<file path="src/rtl/cyclic_sys_encoder.sv">
`timescale 1ns/1ps
module cyclic_sys_encoder #(
  parameter int N       = 7,
  parameter int K       = 4,
  parameter int GEN_SEL = 0
) (
  input  logic clk,
  input  logic rst,
  input  logic start,
  input  logic msg_valid,
  input  logic msg_bit,
  output logic cw_valid,
  output logic cw_bit,
  output logic cw_first,
  output logic done
);
  localparam int Q  = N - K;
  localparam int CW = $clog2(N + 1);
  localparam logic [Q-1:0] GTAP = (GEN_SEL == 0) ? Q'(3'b011) : Q'(3'b101);

  typedef enum logic [1:0] {S_IDLE, S_MSG, S_CHK} st_t;

  st_t           state;
  logic [Q-1:0]  rem;
  logic [CW-1:0] cnt;

  wire           idle     = (state == S_IDLE);
  wire           opening  = idle && start;
  wire           take     = msg_valid && ((state == S_MSG) || opening);
  wire [Q-1:0]   rem_base = opening ? '0 : rem;
  wire [CW-1:0]  cnt_m    = opening ? '0 : cnt;
  wire           fb       = msg_bit ^ rem_base[Q-1];
  wire [Q-1:0]   rem_div  = {rem_base[Q-2:0], 1'b0} ^ (fb ? GTAP : '0);

  always_ff @(posedge clk) begin
    if (rst) begin
      state    <= S_IDLE;
      rem      <= '0;
      cnt      <= '0;
      cw_valid <= 1'b0;
      cw_bit   <= 1'b0;
      cw_first <= 1'b0;
      done     <= 1'b0;
    end else begin
      cw_valid <= 1'b0;
      cw_first <= 1'b0;
      done     <= 1'b0;
      if (take) begin
        rem      <= rem_div;
        cw_valid <= 1'b1;
        cw_bit   <= msg_bit;
        cw_first <= (cnt_m == '0);
        if (cnt_m == CW'(K - 1)) begin
          state <= S_CHK;
          cnt   <= '0;
        end else begin
          state <= S_MSG;
          cnt   <= cnt_m + 1'b1;
        end
      end else if (opening) begin
        rem   <= '0;
        cnt   <= '0;
        state <= S_MSG;
      end else if (state == S_CHK) begin
        cw_valid <= 1'b1;
        cw_bit   <= rem[Q-1];
        rem      <= {rem[Q-2:0], 1'b0};
        if (cnt == CW'(Q - 1)) begin
          done  <= 1'b1;
          cnt   <= '0;
          state <= S_IDLE;
        end else begin
          cnt <= cnt + 1'b1;
        end
      end
    end
  end

  // Observer: divides the emitted stream by G(p) and counts its bits.
  logic [Q-1:0]  syn;
  logic [CW-1:0] obs_n;
  wire  [Q-1:0]  syn_base = cw_first ? '0 : syn;
  wire  [Q-1:0]  syn_nx   = {syn_base[Q-2:0], cw_bit} ^ (syn_base[Q-1] ? GTAP : '0);

  always_ff @(posedge clk) begin
    if (rst) begin
      syn   <= '0;
      obs_n <= '0;
    end else if (cw_valid) begin
      syn   <= syn_nx;
      obs_n <= cw_first ? CW'(1) : obs_n + 1'b1;
    end
  end

  assert_codeword_multiple_R7: assert property (@(posedge clk) disable iff (rst)
    done |-> (syn_nx == '0));

  assert_done_length_R6: assert property (@(posedge clk) disable iff (rst)
    done |-> (cw_valid && !cw_first && obs_n == CW'(N - 1)));

  assert_echo_bit_R4: assert property (@(posedge clk) disable iff (rst)
    take |=> (cw_valid && cw_bit == $past(msg_bit)));

  assert_first_valid_R4: assert property (@(posedge clk) disable iff (rst)
    cw_first |-> cw_valid);

  assert_ignored_input_R8: assert property (@(posedge clk) disable iff (rst)
    (!take && state != S_CHK) |=> !cw_valid);

  assert_busy_start_R3: assert property (@(posedge clk) disable iff (rst)
    (start && state == S_MSG && !msg_valid) |=> (rem == $past(rem)));
endmodule

</file>
<file path="config.mk">
export PLATFORM = sky130hd
export DESIGN_NAME = cyclic_sys_encoder
export DESIGN_NICKNAME = d
export VERILOG_FILES = /design/src/rtl/cyclic_sys_encoder.sv
export SDC_FILE = /design/constraint.sdc
export NUM_CORES = 1
export LEC_CHECK = 0
export BUFFER_PORTS_ARGS = -buffer_cell sky130_fd_sc_hd__buf_2
export CAP_MARGIN = 20
export CORE_AREA = 2 2 52 54
export CTS_CLUSTER_DIAMETER = 100
export CTS_CLUSTER_SIZE = 28
export DETAILED_ROUTE_END_ITERATION = 10
export DIE_AREA = 0 0 54 56
export PLACE_DENSITY = 0.43
export SETUP_SLACK_MARGIN = 0.2
export SYNTH_ARGS = -nofsm -noshare
export SYNTH_HDL_FRONTEND = slang
export SYNTH_SLANG_ARGS = --single-unit
</file>
<file path="constraint.sdc">
create_clock -name clk -period 2.1 [get_ports clk]
set_input_delay 0.105 -clock clk [delete_from_list [all_inputs] [get_ports clk]]
set_output_delay 0.105 -clock clk [all_outputs]
set_load 0.005 [all_outputs]
</file>
==> impl_results.md <==
* Post-synth top area cell: dfxtp_1
* Vias in the first global route at 540
* Initial antenna violation count at 0
* Netlist cell types at 30
* Critical Path Sink Type: flip-flop
* Routability cong. at 0.761
* Final setup fails at 0
* Initial Utilization at between 20% and 30%
* Die ar. at 3020 um^2
* CTS resizes at 0
* Yosys reg bits at 12
* Max Transition Viols Final at 0
* Area grow syn2layout at 15.2%
* Dominant cells by area after synthesis: dfxtp_1, nand2_1, nand2b_1, a21oi_1, mux2i_1
* GR Layer Usage met1 at 17.5%
* Worst Clk Skew at between 0.002 and 0.0025 ns
* Worst hold-check path type: in -> reg
* Register area share after synthesis at between 30% and 40%
* Most frequent cells after synthesis: dfxtp_1, nand2_1, a21oi_1, o21ai_0
* Overall power at 0.527 mW
* Fmax achieved at 557 MHz
* Async SR Flop Fraction at 0%
* Via density at 5.06
* Reg-to-reg slack, setup at 0.30 ns
* Synth warn at 0
* Min-delay src: msg_bit
* Syn Inst Count at 87
* Count leader, synth: dfxtp_1
* DRC at 0
* Layout Cells excl Fill at 126
* TritonCTS clock tree: yes
* Root Buffer: clkbuf_4
* TritonRoute pass-1 iters at 4
* Core Area at between 2000 and 2500 um^2
* DRT iter0 DRCs at 17
* # placed instances at between 100 and 150
* FF-to-FF End: cnt[2]$_SDFFE_PP0P_
* Worst skew pair latency at 0.27 ns
* Post-Syn Area at ~710 um^2
* Crit Path Class: reg -> reg
* Die X at 54 um
* Area after DPL at 767 um^2
* Post-Layout Inst Area at 815 um^2
* Critical Path RT at 2.30 ns
* Row count at 18
* H-tree levels at 1
* Crit path max fanout at 4
* Clock Tree Buf Depth at 2
* Max IR drop VDD at 328 uV
* Slew Limit Headroom at about two thirds
* Vias at 638
* Pleak at about 0.34 nW
* Number of synthesized flops with an enable pin at 0
* Hold EP: cw_bit$_SDFFE_PP0P_
* First-pass GRT wire length at approximately 2600 um
* Register-to-Register Path Depth at 8
* Critical path arrival at 1.99 ns
* Status: finished clean
* Post-synth top area share at 34.0%
* Clock slew at reported path FFs at approximately 0.07 ns
* GR met2 Demand/Resource at 15.9%
* Ports at 9
* Tmin final at about 1.8 ns
* Max-cap check violation count at 0
* Post-Route WL at 1610 um
* RSZ-0062 raised after global routing: no
* Clock Sinks at 12
* Port-buffer cells at 8
* Final setup TNS at 0 ns
* Pin count of the biggest net entering global routing at 17
* Hold path depth at 3
* Die Y at between 50 and 60 um
* Layout cells sized above 1 at 22.9%
* M3 GR Usage at 3.23%
* Critical path startpoint category: flip-flop
* Diode count at 0
* HPWL Detailed at 1150 um
* Syn Area/Cell at 8.13 um^2
* CTS buffer count at 3
* Routed Antenna Nets at 0
* Fin. Hold Viols at 0
* Most crowded layer after global routing: met1
* Global-route usage over all layers at approximately an eighth
* Power Density at roughly 650 nW/um^2
* Nets at ~100
* Total global routing overflow at 0
* Synth Net Count at between 90 and 100
* RR Startpoint: state[0]$_SDFFE_PP0P_
* Least-Margin Pin Slew at 0.499 ns
* Hold-fix buffers, CTS at 0
* Post-CTS Setup Inserts at 0
* Part of the cycle the worst path needs at 85.5%
* Routed len/inst at 12.8 um
* Dominant synthesized flop cell: dfxtp_1
## final cells by class
cell class / instances / area (um^2)
multi-input cells: 64 / 419
repair buffers: 11 / 62.6
clock buffers: 4 / 36.3
fillers: 269 / 1620
well taps: 30 / 37.5
flip-flops and latches: 12 / 240
inverters: 5 / 18.8
## routing by layer
metal  vias up  part of all wire, %
li1        327                    -
met1       285                   46
met2        22                   47
met3         4                  5.3
met4         0                  1.7
met5         -                    0
## sequential cells by signal, summed over array words and instances, names as in the netlist
register	flops
cnt	3
cw_bit	1
cw_first	1
cw_valid	1
done	1
rem	3
state	2
## cells in the final DEF, fill, tap and decap left out, drive strengths merged, types with 3 or more instances in the layout
cell,n
dfxtp,12
buf,11
nand2,9
o21ai,6
a21oi,6
inv,5
nand2b,5
nor2,5
nor3,5
clkbuf,4
mux2i,3
a221oi,3
## cell families after synthesis
family | Yosys count | share of synthesized area, %
buffers and inverters | 11 | 8.32
AND/OR/NAND/NOR | 32 | 23.2
XOR/XNOR | 3 | 3.72
flip-flops | 12 | 34.0
adder cells (fa/ha/maj) | 2 | 3.54
multiplexers | 3 | 4.25
AO/OA/AOI/OAI | 24 | 23.0
## report_power, final
group,switching (mW),leakage [nW],total [mW],internal (mW)
clock network,0.0778,0.0210,0.183,0.105
logic,0.0505,0.223,0.0917,0.0412
registers,0.0118,0.0983,0.252,0.240
total,0.140,0.342,0.527,0.387
## through the flow
| stage | util, % | hold WS (ns) | setup slack (ns) |
|---|---|---|---|
| 2_1_floorplan | - | 0.186 | 0.270 |
| 3_3_place_gp | 31.5 | 0.408 | 0.329 |
| 6_report | 33.5 | 0.122 | 0.304 |
| 5_1_grt | 33.5 | 0.127 | 0.196 |
| 3_5_place_dp | 31.5 | 0.414 | 0.290 |
| 4_1_cts | 33.0 | 0.113 | 0.278 |
## worst max-delay path by stage
stage / to / start / slack, ns
floorplan: cnt[2]$_SDFFE_PP0P_ / state[0]$_SDFFE_PP0P_ / 0.27
global placement: cnt[2]$_SDFFE_PP0P_ / state[0]$_SDFFE_PP0P_ / 0.33
detailed placement: cnt[2]$_SDFFE_PP0P_ / state[0]$_SDFFE_PP0P_ / 0.29
CTS: cnt[2]$_SDFFE_PP0P_ / state[0]$_SDFFE_PP0P_ / 0.28
global route: cnt[2]$_SDFFE_PP0P_ / state[0]$_SDFFE_PP0P_ / 0.20
finish: cnt[2]$_SDFFE_PP0P_ / state[0]$_SDFFE_PP0P_ / 0.30
## worst max-delay path: stages (launching register included)
cell	delay [ns]
dfxtp_1	0.31
or3b_4	0.42
nand2_2	0.09
inv_1	0.04
ha_1	0.22
nand2_1	0.08
a221oi_1	0.06
or3_1	0.33
a221oi_2	0.16
(Power assumes the default switching activity.)
